<file path="src/rtl/ami_burst_pkg.sv">
package ami_burst_pkg;

  typedef enum logic [1:0] {
    SYM_ZERO = 2'b00,
    SYM_POS  = 2'b01,
    SYM_BAD  = 2'b10,
    SYM_NEG  = 2'b11
  } ami_sym_e;

  function automatic ami_sym_e mark_of(input logic pos);
    return pos ? SYM_POS : SYM_NEG;
  endfunction

endpackage

</file>
<file path="src/rtl/ami_scrambler.sv">
module ami_scrambler #(
  parameter int LEN        = 9,
  parameter int TAP        = 5,
  parameter bit DESCRAMBLE = 1'b0
) (
  input  logic clk,
  input  logic rst_n,
  input  logic step,
  input  logic din,
  output logic dout
);

  logic [LEN-1:0] hist_q;
  logic [LEN-1:0] hist_d;
  logic           fb;
  logic           shift_in;

  assign fb   = hist_q[TAP-1] ^ hist_q[LEN-1];
  assign dout = din ^ fb;

  generate
    if (DESCRAMBLE) begin : g_line_hist
      assign shift_in = din;
    end else begin : g_out_hist
      assign shift_in = dout;
    end
  endgenerate

  always_comb begin
    hist_d = hist_q;
    if (step) hist_d = {hist_q[LEN-2:0], shift_in};
  end

  always_ff @(posedge clk or negedge rst_n) begin
    if (!rst_n) hist_q <= '0;
    else        hist_q <= hist_d;
  end

  // the history only moves on a step
  p_hist_hold_r4: assert property (@(posedge clk) disable iff (!rst_n)
    !step |=> $stable(hist_q));

endmodule

</file>
<file path="src/rtl/ami_tx_burst.sv">
module ami_tx_burst
  import ami_burst_pkg::*;
#(
  parameter int PAYLOAD_W = 36,
  parameter int SCR_LEN   = 9,
  parameter int SCR_TAP   = 5
) (
  input  logic                 clk,
  input  logic                 rst_n,
  input  logic                 sym_stb,
  input  logic                 start,
  input  logic [PAYLOAD_W-1:0] payload,
  output logic                 busy,
  output logic [1:0]           sym
);

  localparam int CNT_W = $clog2(PAYLOAD_W + 1);

  logic                 busy_q, busy_d;
  logic [CNT_W-1:0]     cnt_q, cnt_d;
  logic [PAYLOAD_W-1:0] sh_q, sh_d;
  logic                 last_pos_q, last_pos_d;
  ami_sym_e             sym_q, sym_d;
  logic                 emit, at_start, scr_step, scr_out, bit_out;

  assign emit     = sym_stb & busy_q;
  assign at_start = (cnt_q == '0);
  assign scr_step = emit & ~at_start;
  assign bit_out  = at_start ? 1'b1 : scr_out;

  ami_scrambler #(.LEN(SCR_LEN), .TAP(SCR_TAP), .DESCRAMBLE(1'b0)) u_scr (
    .clk  (clk),
    .rst_n(rst_n),
    .step (scr_step),
    .din  (sh_q[PAYLOAD_W-1]),
    .dout (scr_out)
  );

  always_comb begin
    busy_d     = busy_q;
    cnt_d      = cnt_q;
    sh_d       = sh_q;
    last_pos_d = last_pos_q;
    sym_d      = sym_q;
    if (emit) begin
      if (bit_out) begin
        sym_d      = mark_of(~last_pos_q);
        last_pos_d = ~last_pos_q;
      end else begin
        sym_d = SYM_ZERO;
      end
      if (!at_start) sh_d = sh_q << 1;
      if (cnt_q == CNT_W'(PAYLOAD_W)) busy_d = 1'b0;
      else                            cnt_d  = cnt_q + 1'b1;
    end else if (sym_stb) begin
      sym_d = SYM_ZERO;
    end
    if (start && !busy_q) begin
      busy_d = 1'b1;
      cnt_d  = '0;
      sh_d   = payload;
    end
  end

  always_ff @(posedge clk or negedge rst_n) begin
    if (!rst_n) begin
      busy_q     <= 1'b0;
      cnt_q      <= '0;
      sh_q       <= '0;
      last_pos_q <= 1'b0;
      sym_q      <= SYM_ZERO;
    end else begin
      busy_q     <= busy_d;
      cnt_q      <= cnt_d;
      sh_q       <= sh_d;
      last_pos_q <= last_pos_d;
      sym_q      <= sym_d;
    end
  end

  assign busy = busy_q;
  assign sym  = sym_q;

  p_no_bad_code_r1: assert property (@(posedge clk) disable iff (!rst_n)
    sym_q != SYM_BAD);
  p_idle_zero_r1: assert property (@(posedge clk) disable iff (!rst_n)
    (sym_stb && !busy_q) |=> sym_q == SYM_ZERO);
  p_start_mark_r2: assert property (@(posedge clk) disable iff (!rst_n)
    (emit && at_start) |=> sym_q != SYM_ZERO);
  p_end_on_stb_r3: assert property (@(posedge clk) disable iff (!rst_n)
    $fell(busy_q) |-> $past(sym_stb));
  p_ignore_start_r10: assert property (@(posedge clk) disable iff (!rst_n)
    (busy_q && start && !sym_stb) |=> $stable(sh_q));

endmodule

</file>
<file path="src/rtl/ami_rx_burst.sv">
module ami_rx_burst
  import ami_burst_pkg::*;
#(
  parameter int PAYLOAD_W = 36,
  parameter int SCR_LEN   = 9,
  parameter int SCR_TAP   = 5
) (
  input  logic                 clk,
  input  logic                 rst_n,
  input  logic                 sym_stb,
  input  logic                 en,
  input  logic [1:0]           sym,
  input  logic                 clr,
  output logic [PAYLOAD_W-1:0] payload,
  output logic                 done,
  output logic                 viol
);

  localparam int CNT_W = $clog2(PAYLOAD_W + 1);

  ami_sym_e             sym_e;
  logic                 collect_q, collect_d;
  logic [CNT_W-1:0]     cnt_q, cnt_d;
  logic [PAYLOAD_W-1:0] sh_q, sh_d, out_q, out_d;
  logic                 last_pos_q, last_pos_d;
  logic                 done_q, done_d;
  logic                 viol_q, viol_d;
  logic                 take, is_pos, is_mark, is_bad, viol_ev, dscr_step, dscr_out;

  assign sym_e     = ami_sym_e'(sym);
  assign take      = sym_stb & en;
  assign is_pos    = (sym_e == SYM_POS);
  assign is_mark   = is_pos | (sym_e == SYM_NEG);
  assign is_bad    = (sym_e == SYM_BAD);
  assign viol_ev   = take & (is_bad | (is_mark & (is_pos == last_pos_q)));
  assign dscr_step = take & collect_q;

  ami_scrambler #(.LEN(SCR_LEN), .TAP(SCR_TAP), .DESCRAMBLE(1'b1)) u_dscr (
    .clk  (clk),
    .rst_n(rst_n),
    .step (dscr_step),
    .din  (is_mark),
    .dout (dscr_out)
  );

  always_comb begin
    collect_d  = collect_q;
    cnt_d      = cnt_q;
    sh_d       = sh_q;
    out_d      = out_q;
    last_pos_d = last_pos_q;
    done_d     = 1'b0;
    if (take && is_mark) last_pos_d = is_pos;
    if (take) begin
      if (!collect_q) begin
        if (is_mark) begin
          collect_d = 1'b1;
          cnt_d     = '0;
        end
      end else begin
        sh_d = {sh_q[PAYLOAD_W-2:0], dscr_out};
        if (cnt_q == CNT_W'(PAYLOAD_W - 1)) begin
          collect_d = 1'b0;
          out_d     = sh_d;
          done_d    = 1'b1;
        end else begin
          cnt_d = cnt_q + 1'b1;
        end
      end
    end
    viol_d = viol_ev | (viol_q & ~clr);
  end

  always_ff @(posedge clk or negedge rst_n) begin
    if (!rst_n) begin
      collect_q  <= 1'b0;
      cnt_q      <= '0;
      sh_q       <= '0;
      out_q      <= '0;
      last_pos_q <= 1'b0;
      done_q     <= 1'b0;
      viol_q     <= 1'b0;
    end else begin
      collect_q  <= collect_d;
      cnt_q      <= cnt_d;
      sh_q       <= sh_d;
      out_q      <= out_d;
      last_pos_q <= last_pos_d;
      done_q     <= done_d;
      viol_q     <= viol_d;
    end
  end

  assign payload = out_q;
  assign done    = done_q;
  assign viol    = viol_q;

  p_done_pulse_r6: assert property (@(posedge clk) disable iff (!rst_n)
    done_q |=> !done_q);
  p_sticky_r7: assert property (@(posedge clk) disable iff (!rst_n)
    (viol_q && !clr) |=> viol_q);
  p_clear_r8: assert property (@(posedge clk) disable iff (!rst_n)
    (clr && !viol_ev) |=> !viol_q);
  p_disabled_r9: assert property (@(posedge clk) disable iff (!rst_n)
    !en |=> ($stable(collect_q) && $stable(last_pos_q) && !done_q));

endmodule

</file>
<file path="src/rtl/ami_burst_codec.sv">
module ami_burst_codec #(
  parameter int FRAMES  = 2,
  parameter int B_W     = 8,
  parameter int D_W     = 2,
  parameter int SCR_LEN = 9,
  parameter int SCR_TAP = 5
) (
  input  logic                            clk,
  input  logic                            rst_n,
  input  logic                            sym_stb,
  input  logic                            tx_start,
  input  logic [FRAMES*(2*B_W+D_W)-1:0]   tx_payload,
  output logic                            tx_busy,
  output logic [1:0]                      tx_sym,
  input  logic                            rx_en,
  input  logic [1:0]                      rx_sym,
  input  logic                            viol_clr,
  output logic [FRAMES*(2*B_W+D_W)-1:0]   rx_payload,
  output logic                            rx_done,
  output logic                            viol_flag
);

  localparam int FRAME_W   = 2 * B_W + D_W;
  localparam int PAYLOAD_W = FRAMES * FRAME_W;

  logic [1:0] rst_sync_q;
  logic       rst_int_n;

  always_ff @(posedge clk or negedge rst_n) begin
    if (!rst_n) rst_sync_q <= 2'b00;
    else        rst_sync_q <= {rst_sync_q[0], 1'b1};
  end
  assign rst_int_n = rst_sync_q[1];

  ami_tx_burst #(.PAYLOAD_W(PAYLOAD_W), .SCR_LEN(SCR_LEN), .SCR_TAP(SCR_TAP)) u_tx (
    .clk    (clk),
    .rst_n  (rst_int_n),
    .sym_stb(sym_stb),
    .start  (tx_start),
    .payload(tx_payload),
    .busy   (tx_busy),
    .sym    (tx_sym)
  );

  ami_rx_burst #(.PAYLOAD_W(PAYLOAD_W), .SCR_LEN(SCR_LEN), .SCR_TAP(SCR_TAP)) u_rx (
    .clk    (clk),
    .rst_n  (rst_int_n),
    .sym_stb(sym_stb),
    .en     (rx_en),
    .sym    (rx_sym),
    .clr    (viol_clr),
    .payload(rx_payload),
    .done   (rx_done),
    .viol   (viol_flag)
  );

endmodule

</file>
<file path="config.mk">
export PLATFORM = sky130hd
export DESIGN_NAME = ami_burst_codec
export DESIGN_NICKNAME = d
export VERILOG_FILES = /design/src/rtl/ami_burst_pkg.sv /design/src/rtl/ami_scrambler.sv /design/src/rtl/ami_tx_burst.sv /design/src/rtl/ami_rx_burst.sv /design/src/rtl/ami_burst_codec.sv
export SDC_FILE = /design/constraint.sdc
export NUM_CORES = 1
export LEC_CHECK = 0
export CAP_MARGIN = 20
export CORE_UTILIZATION = 60
export CTS_CLUSTER_DIAMETER = 120
export DETAILED_ROUTE_END_ITERATION = 10
export PLACE_DENSITY = 0.95
export SLEW_MARGIN = 15
export SYNTH_ARGS = -nofsm -noshare
export SYNTH_HDL_FRONTEND = slang
export SYNTH_SLANG_ARGS = --single-unit
</file>
<file path="constraint.sdc">
create_clock -name clk -period 12.63 [get_ports clk]
set_input_delay 2.526 -clock clk [delete_from_list [all_inputs] [get_ports clk]]
set_output_delay 2.526 -clock clk [all_outputs]
set_load 0.02 [all_outputs]
</file>
Yosys cells after proc, flatten, opt, wreduce, memory -nomap -nowiden
Index checks and enable logic that the tools add are counted.
{"block": "word_totals", "register_bits": 147, "latch_bits": 0, "ram_bits": 0, "mem_bits_ro": 0, "inputBits": 44, "output_inout_bits": 41, "wordCells": 81, "memories": 0}
{"block": "op_classes", "add_sub_neg": 2, "mul": 0, "n_div": 0, "n_lt_le_gt_ge": 0, "n_eq_ne": 9, "shift": 0, "n_mux": 23, "n_bitwise": 17, "n_reduce_logical": 15}
{"operator": "$mux 36", "n": 3}
{"operator": "$mux 6", "n": 6}
{"operator": "$add 6x1->6 const B", "n": 2}
{"operator": "$eq 6x6->1 const B", "n": 2}
{"operator": "$mux 1", "n": 10}
{"operator": "$reduce_and 2->1", "n": 5}
{"operator": "$mux 2", "n": 4}
{"operator": "$reduce_bool 2->1", "n": 4}
{"operator": "$and 1x1->1", "n": 7}
{"operator": "$logic_not 6->1", "n": 1}
{"operator": "$ne 2x2->1 const B", "n": 3}
{"operator": "$reduce_and 3->1", "n": 2}
{"operator": "$eq 2x2->1 const B", "n": 2}
{"operator": "$xor 1x1->1", "n": 4}
{"operator": "$not 1->1", "n": 3}
{"operator": "$or 1x1->1", "n": 3}
{"operator": "$eq 2x1->1 const B", "n": 1}
{"operator": "$logic_and 1x1->1", "n": 2}
{"operator": "$eq 1x1->1", "n": 1}
{"operator": "$logic_not 1->1", "n": 1}

Logic depth before layout (Yosys ltp)
Gate-level depths: netlist (run 1).
{"block": "depth", "word_depth": 6, "mapped_depth": 7, "ltp_nobuf": 5}

Modules after synthesis
From an unflattened synthesis (run 1), not the netlist that was laid out.
{"block": "unflattened", "hier_cells": 438, "area_unflattened_um2": 6318.6}
{"mod": "ami_rx_burst", "n_inst": 1, "cells_per_inst": 201, "area_each_um2": 3308.2, "seq_area_each_um2": 2026.9}
{"mod": "ami_tx_burst", "n_inst": 1, "cells_per_inst": 194, "area_each_um2": 2200.9, "seq_area_each_um2": 1151.1}
{"mod": "ami_scrambler (u_rx.u_dscr)", "n_inst": 1, "cells_per_inst": 20, "area_each_um2": 395.4, "seq_area_each_um2": 225.2}
{"mod": "ami_scrambler (u_tx.u_scr)", "n_inst": 1, "cells_per_inst": 20, "area_each_um2": 360.3, "seq_area_each_um2": 225.2}
{"mod": "ami_burst_codec", "n_inst": 1, "cells_per_inst": 3, "area_each_um2": 53.8, "seq_area_each_um2": 50.0}

Worst setup path before layout (run 1)
OpenSTA, ideal clock, no wires.
{"block": "synth_path", "kind": "input port to flip-flop", "start": "input sym_stb", "end": "register u_rx.out_q[10], in the netlist u_rx.payload[10]", "t_arrival_ps": 3610, "t_required_ps": 12503, "slack_ps": 8893, "path_stages": 6, "n_path_buf": 3, "cell_sequence": "buf_2 -> nand2_1 -> nor3b_2 -> buf_6 -> buf_6 -> mux2_1"}
{"block": "synth_via", "elab_chain_len": 2}
{"element": "start, declared", "line": "ami_burst_codec.sv:10", "source": "input logic sym_stb,"}
{"element": "$and 1x1->1", "line": "ami_rx_burst.sv:31", "source": "assign take = sym_stb & en;"}
{"element": "$reduce_and 3->1 (no source line)"}
{"element": "end signal, assigned", "line": "ami_rx_burst.sv:87", "source": "out_q <= out_d;"}
{"element": "end, declared", "line": "ami_rx_burst.sv:24", "source": "logic [PAYLOAD_W-1:0] sh_q, sh_d, out_q, out_d;"}
No other way between the ends.
A chain may end at the register's enable or synchronous reset.

Worst setup path after layout (run 1)
{"block": "layout_path", "start": "input sym_stb", "end": "register u_rx.out_q[35], in the netlist u_rx.payload[35]"}
Same word-level chain as after synthesis.

==> flow_summary_export.csv, run 1 <==
group,metric,value,unit
run_status,status,"completed",
yosys,syn_area_per_cell,12.09,um2
route,totalWireLength,14.98,mm
place,postPlaceCellArea,0.007586,mm2
yosys,synth.most_common_cell,"dfrtp_1",
worst_setup_path,r2r_start,"u_tx.cnt_q[1]",
route,drc,0,
worst_setup_path,cp.depth,6,
worst_setup_path,crit_path_top_delay_cell,"buf_4",
cts,cts-root-buf,"clkbuf_8",
floorplanning,coreArea,0.01084,mm2
route,avgViaCountPerCell,6.298,
yosys,ys_ff_latch,147,
worst_setup_path,worst_setup_path_start_kind,"input pin",
timing,fin_crit_sh,34.21,%
timing,rsz0062_at_grt,"false",
floorplanning,io_pins,85,
place,hpwl,9.008,mm
grt,grt_max_degree,59,
cts,clock-sinks,147,
power_and_ir_drop,swShare,32.62,%
route,drt_iter0_drc,354,
floorplanning,start_util,61.66,%
worst_setup_path,path_buf_inv,3,
timing,whs,297.4,ps
timing,fin_skew,11.98,ps
timing,worst_pin_slew,694.0,ps
cells_and_area,syn2layout_area_growth,22.41,%
yosys,synth_top_area_share,55.04,%
timing,relSlewSlack,53.53,%
worst_setup_path,cp-end-kind,"flip-flop",
power_and_ir_drop,p_int,1.029,mW
yosys,synth_area_leader_cell,"dfrtp_1",
route,wl_per_cell,19.30,um
yosys,ys.flop_type,"dfrtp_1",
timing,clock.fmax,0.2314,GHz
yosys,seq_area_frac_synth,55.04,%
worst_setup_path,cp-startpoint,"sym_stb",
hold_path,worstHoldPathType,"flip-flop to async pin",
run,cap_viol_max_count,0,
route,ant_nets,0,
cts,h-tree-depth,4,
cts,postCtsHoldBufs,0,
cells_and_area,drive_gt1_share,21.07,%
worst_setup_path,critPathKind,"input pin to flip-flop",
route,vias,4887,
worst_setup_path,r2r_cells,6,
yosys,synthTopCellsByCount,"dfrtp_1 (147), mux2_2 (71), a31oi_1 (70)",
floorplanning,rows,38,
timing,tns,0,ps
power_and_ir_drop,comb_power_share,23.7,%
yosys,synth_area_leaders,"dfrtp_1 (55%), mux2_2 (12%), a31oi_1 (6.6%)",
grt,gr-total-overflow,0,
power_and_ir_drop,powerDensity,186.6,mW/mm2
floorplanning,die_width,107.5,um
worst_setup_path,cp_common_cell,"buf_4",
timing,hold_viol,0,
route,first_pass_iters,5,
yosys,async_flop_share,100.0,%
cts,cts_resized,0,
cts,cts.path.max_buffers,2,
yosys,ys_warn_count,0,
yosys,synth_cells,553,
timing,slew_viol_final,0,
cts,cts_setup_buffers,0,
cells_and_area,nNetsFinal,670,
cells_and_area,postLayoutCoreUtil,75.47,%
power_and_ir_drop,vdd_drop_max,0.1099,mV
cts,path_clk_slew,70,ps
yosys,synth_fp_nets,600,
worst_setup_path,cpPeakStageDelay,470,ps
grt,grt_antenna_before_repair,0,
grt,track_usage,27.50,%
power_and_ir_drop,clockPowerShare,31.5,%
grt,grt_first_pass_wirelength,24.51,mm
grt,grt_pass1_vias,4838,
cts,cts_tree,"done",
timing,fin_crit,4321,ps
worst_setup_path,arrival,4730,ps
worst_setup_path,worst-path-max-fanout,45,
power_and_ir_drop,p_seq_share,44.9,%
timing,setup_viol,0,
cells_and_area,multi_input_area,0.002783,mm2
cts,numCtsBuffers,17,
place,port_buffers,84,
worst_setup_path,cp_top_family,"buffers and inverters",
power_and_ir_drop,power_switching,0.4979,mW
yosys,synth_edf_count,0,
power_and_ir_drop,leakage,3.607,nW
yosys,syn_area,0.006684,mm2
cts,clock_latency,530,ps
place,place_congestion,0.8070,
cells_and_area,fill_cells,676,
floorplanning,dieHeight,107.5,um
cells_and_area,diodes,0,
worst_setup_path,required,13040,ps
cells_and_area,regArea,0.003682,mm2
floorplanning,die_area,0.01157,mm2
yosys,synth_cell_type_count,49,
worst_setup_path,path_cells,"clkdlybuf4s50_1 -> buf_4 -> nand2_1 -> nor3b_4 -> buf_4 -> mux2_2",
cells_and_area,finalInstanceArea,0.008182,mm2
-- sequential cells by signal, summed over array words and instances, names as in the netlist --
name and cells:
rst_sync_q 2, u_rx.cnt_q 6, u_rx.collect_q 1, u_rx.done 1
u_rx.last_pos_q 1, u_rx.payload 36, u_rx.sh_q 35, u_rx.u_dscr.hist_q 9
u_rx.viol 1, u_tx.busy 1, u_tx.cnt_q 6, u_tx.last_pos_q 1
u_tx.sh_q 36, u_tx.sym 2, u_tx.u_scr.hist_q 9
-- metrics by stage --
| stage | cells | setup slack (ps) | total power [mW] |
|---|---|---|---|
| 2_1_floorplan | 553 | 8231 | 0.9311 |
| 3_3_place_gp | 743 | 7713 | 1.005 |
| 3_5_place_dp | 743 | 7593 | 1.041 |
| 4_1_cts | 775 | 8063 | 1.523 |
| 5_1_grt | 776 | 8197 | 1.598 |
| 6_report | 776 | 8309 | 1.527 |
-- metal layers --
| layer | GRT usage [%] | vias up | part of all wire [%] |
|---|---|---|---|
| met5 | 0 | - | 0 |
| met4 | 8.219 | 0 | 1.3 |
| met3 | 5.690 | 20 | 5.5 |
| met2 | 45.65 | 208 | 52 |
| met1 | 36.52 | 2459 | 41 |
| li1 | - | 2200 | - |
-- worst paths after layout --
path | endpoint | slack, ps
max | u_rx.payload[35] | 8310
min | u_rx.collect_q | 300
max reg2reg | u_tx.sh_q[26] | 10460
min reg2reg | u_rx.collect_q | 300
max in group asynchronous | rst_sync_q[1] | 10340
min in group clk | rst_sync_q[1] | 350
-- cells by family (layout without fill, tap and decap cells) --
family / count (synthesis) / after routing / synth area share (%)
other cells: 1 / 1 / 0.05610
flops: 147 / 147 / 55.04
mux: 94 / 94 / 16.34
simple gates: 82 / 82 / 6.028
compound gates: 170 / 170 / 17.45
buf+inv: 51 / 134 / 3.650
fa+ha+maj: 3 / 3 / 0.5616
xor+xnor: 5 / 5 / 0.8799
-- area by class of cell --
class	count	area share [%]
sequential	147	45.01
multi-input combinational	355	34.01
timing repair buffer	96	11.62
clock buffer	18	5.230
tap	140	2.141
clock inverter	14	1.713
inverter	6	0.2753
-- worst reg2reg max path, stage by stage, from the launching register on --
cell and delay, ps:
dfrtp_1 410, inv_1 100, ha_1 170, nor3b_2 590, buf_4 440, a31oi_1 150
a31oi_1 230
-- power groups by stage --
stage	Clock, mW	Combinational (mW)	Sequential [mW]
5_1_grt	0.507	0.393	0.698
3_5_place_dp	0	0.354	0.686
2_1_floorplan	0	0.269	0.662
3_3_place_gp	0	0.332	0.673
6_report	0.480	0.361	0.685
4_1_cts	0.484	0.358	0.681
-- placed cells by master, fill, tap and decap left out, drive strengths merged, types with 3 or more instances in the layout --
cell,count
mux2i,3
buf,12
nand2b,3
mux2,91
ha,3
dfrtp,147
o21ai,8
xnor2,3
a31oi,70
nor2b,3
clkdlybuf4s50,84
clkbuf,18
a21oi,6
nand2,14
o211ai,38
nor2,39
clkinv,4
a21boi,35
nand3,7
inv,13
No activity file was read; power rests on OpenSTA's default activity.
==> inputs of run 2 (changes only) <==
--- a/config.mk
+++ b/config.mk
@@ -6,10 +6,10 @@
 export NUM_CORES = 1
 export LEC_CHECK = 0
 export CAP_MARGIN = 20
-export CORE_UTILIZATION = 60
+export CORE_UTILIZATION = 50
 export CTS_CLUSTER_DIAMETER = 120
 export DETAILED_ROUTE_END_ITERATION = 10
-export PLACE_DENSITY = 0.95
+export PLACE_DENSITY = 0.87
 export SLEW_MARGIN = 15
 export SYNTH_ARGS = -nofsm -noshare
 export SYNTH_HDL_FRONTEND = slang
==> constraint.sdc (replaced) <==
create_clock -name clk -period 3.72 [get_ports clk]
set_input_delay 0.744 -clock clk [delete_from_list [all_inputs] [get_ports clk]]
set_output_delay 0.744 -clock clk [all_outputs]
set_load 0.02 [all_outputs]
==> run 2 against run 1 <==
Hold slack gained 58 ps. Register-to-register slack worse by 8900 ps. Critical endpoint is now u_tx.sh_q[31]. Cell count is 4.0% higher. Clock power increased to 3.5 times the previous value. Cell area is 0.66% higher. Utilization shrank 11 points.
==> flow_summary_export.csv, run 2 (synthesized netlist as in run 1, its figures left out) <==
group,metric,value,unit
timing,relSlewSlack,43.18,%
worst_setup_path,critPathKind,"input pin to flip-flop",
worst_setup_path,crit_path_top_delay_cell,"clkdlybuf4s50_1",
place,postPlaceCellArea,0.007639,mm2
power_and_ir_drop,power_switching,1.610,mW
floorplanning,die_area,0.01383,mm2
worst_setup_path,worst_setup_path_start_kind,"input pin",
grt,track_usage,21.46,%
place,place_congestion,0.8415,
power_and_ir_drop,finalPower,5.222,mW
cells_and_area,postLayoutCoreUtil,64.21,%
run_status,status,"completed",
worst_setup_path,cp_top_family,"buffers and inverters",
cts,numCtsBuffers,17,
grt,grt_first_pass_wirelength,23.65,mm
floorplanning,io_pins,85,
power_and_ir_drop,swShare,30.82,%
floorplanning,coreArea,0.01282,mm2
worst_setup_path,cp-end-kind,"flip-flop",
worst_setup_path,arrival,2950,ps
route,vias,4848,
cells_and_area,syn2layout_area_growth,23.21,%
worst_setup_path,cpPeakStageDelay,650,ps
cts,cts_tree,"done",
route,ant_nets,0,
grt,grt_max_degree,78,
worst_setup_path,cp_common_cell,"buf_4",
cts,cts.path.max_buffers,2,
cts,postCtsHoldBufs,0,
cts,cts-root-buf,"clkbuf_16",
cts,h-tree-depth,4,
timing,fin_crit_sh,70.48,%
power_and_ir_drop,p_int,3.612,mW
cts,clock_latency,420,ps
floorplanning,die_width,117.6,um
cts,path_clk_slew,60,ps
hold_path,worstHoldPathType,"flip-flop to flip-flop",
cells_and_area,nNetsFinal,669,
route,first_pass_iters,5,
cts,clock-sinks,147,
cells_and_area,diodes,0,
timing,worst_pin_slew,852.2,ps
cells_and_area,drive_gt1_share,20.63,%
timing,fin_crit,2622,ps
power_and_ir_drop,powerDensity,634.1,mW/mm2
power_and_ir_drop,leakage,3.606,nW
grt,grt_antenna_before_repair,0,
timing,setup_viol,0,
timing,fin_skew,6.371,ps
worst_setup_path,path_buf_inv,3,
timing,slew_viol_final,0,
power_and_ir_drop,vdd_drop_max,0.3437,mV
floorplanning,start_util,52.12,%
route,avgViaCountPerCell,6.007,
grt,grt_pass1_vias,4726,
run,cap_viol_max_count,0,
cts,cts_setup_buffers,0,
power_and_ir_drop,comb_power_share,23.1,%
place,hpwl,8.633,mm
timing,hold_viol,0,
grt,gr-total-overflow,0,
route,drt_iter0_drc,549,
cells_and_area,final_cell_mix,"dfrtp_1 (146), clkdlybuf4s50_1 (84), mux2_2 (71)",
route,totalWireLength,14.10,mm
worst_setup_path,worst-path-max-fanout,37,
worst_setup_path,rrSetupSlack,1580,ps
timing,tns,0,ps
timing,rsz0062_at_grt,"false",
cts,cts_resized,0,
cells_and_area,finalInstanceArea,0.008235,mm2
route,drc,0,
power_and_ir_drop,p_seq_share,44.3,%
cells_and_area,mostFrequentLayoutCell,"dfrtp_1",
floorplanning,dieHeight,117.6,um
route,wl_per_cell,17.48,um
worst_setup_path,path_cells,"clkdlybuf4s50_1 -> buf_4 -> and2_1 -> buf_4 -> o211ai_1 -> a31oi_1",
place,port_buffers,84,
worst_setup_path,required,4050,ps
power_and_ir_drop,clockPowerShare,32.6,%
floorplanning,rows,41,
timing,clock.fmax,0.3814,GHz
run 2: worst paths after layout:
check	from	endpoint	cells after the start
setup / recovery	sym_stb	u_tx.sh_q[31]	6
hold / removal	rst_sync_q[0]	rst_sync_q[1]	0
setup reg to reg	u_tx.cnt_q[0]	u_tx.u_scr.hist_q[2]	6
hold reg to reg	rst_sync_q[0]	rst_sync_q[1]	0
max in group asynchronous	rst_sync_q[1]	u_tx.sh_q[2]	1
min in group asynchronous	rst_sync_q[1]	u_rx.sh_q[3]	0
run 2: layer usage:
layer	wire [um]	vias to the layer above	track usage [%]
met1	5964	2439	27.73
met5	0	-	0
met2	7111	186	35.48
met3	871	18	6.008
met4	156	0	5.609
li1	-	2205	-
run 2: power groups by stage:
| stage | combinational [mW] | clock [mW] | sequential, mW |
|---|---|---|---|
| 2_1_floorplan | 0.913 | 0 | 2.25 |
| 3_3_place_gp | 1.13 | 0 | 2.29 |
| 3_5_place_dp | 1.19 | 0 | 2.33 |
| 4_1_cts | 1.21 | 1.73 | 2.30 |
| 5_1_grt | 1.32 | 1.81 | 2.36 |
| 6_report | 1.21 | 1.70 | 2.31 |
run 2: metrics by stage:
stage | std cells | hold slack (ps) | setup WS (ps)
after floorplan | 553 | 331.1 | 1281
after global placement | 775 | 335.4 | 842.9
after detailed placement | 775 | 343.6 | 741.5
after CTS | 807 | 357.3 | 1168
after global routing | 807 | 377.8 | 962.9
final | 807 | 355.5 | 1098
run 2: worst register-to-register path, stage by stage, from the launching register on:
cell and delay (ps):
dfrtp_1 430, inv_1 70, ha_1 200, nor3b_2 150
buf_4 270, a21oi_2 500, mux2_2 400
run 2: cell type report:
type | count | area, um2
Clock buffer | 22 | 474.2
Clock inverter | 10 | 122.6
Fill cell | 955 | 4589
Inverter | 6 | 22.52
Multi-Input combinational cell | 355 | 2783
Sequential cell | 147 | 3682
Tap cell | 172 | 215.2
Timing Repair Buffer | 95 | 935.9
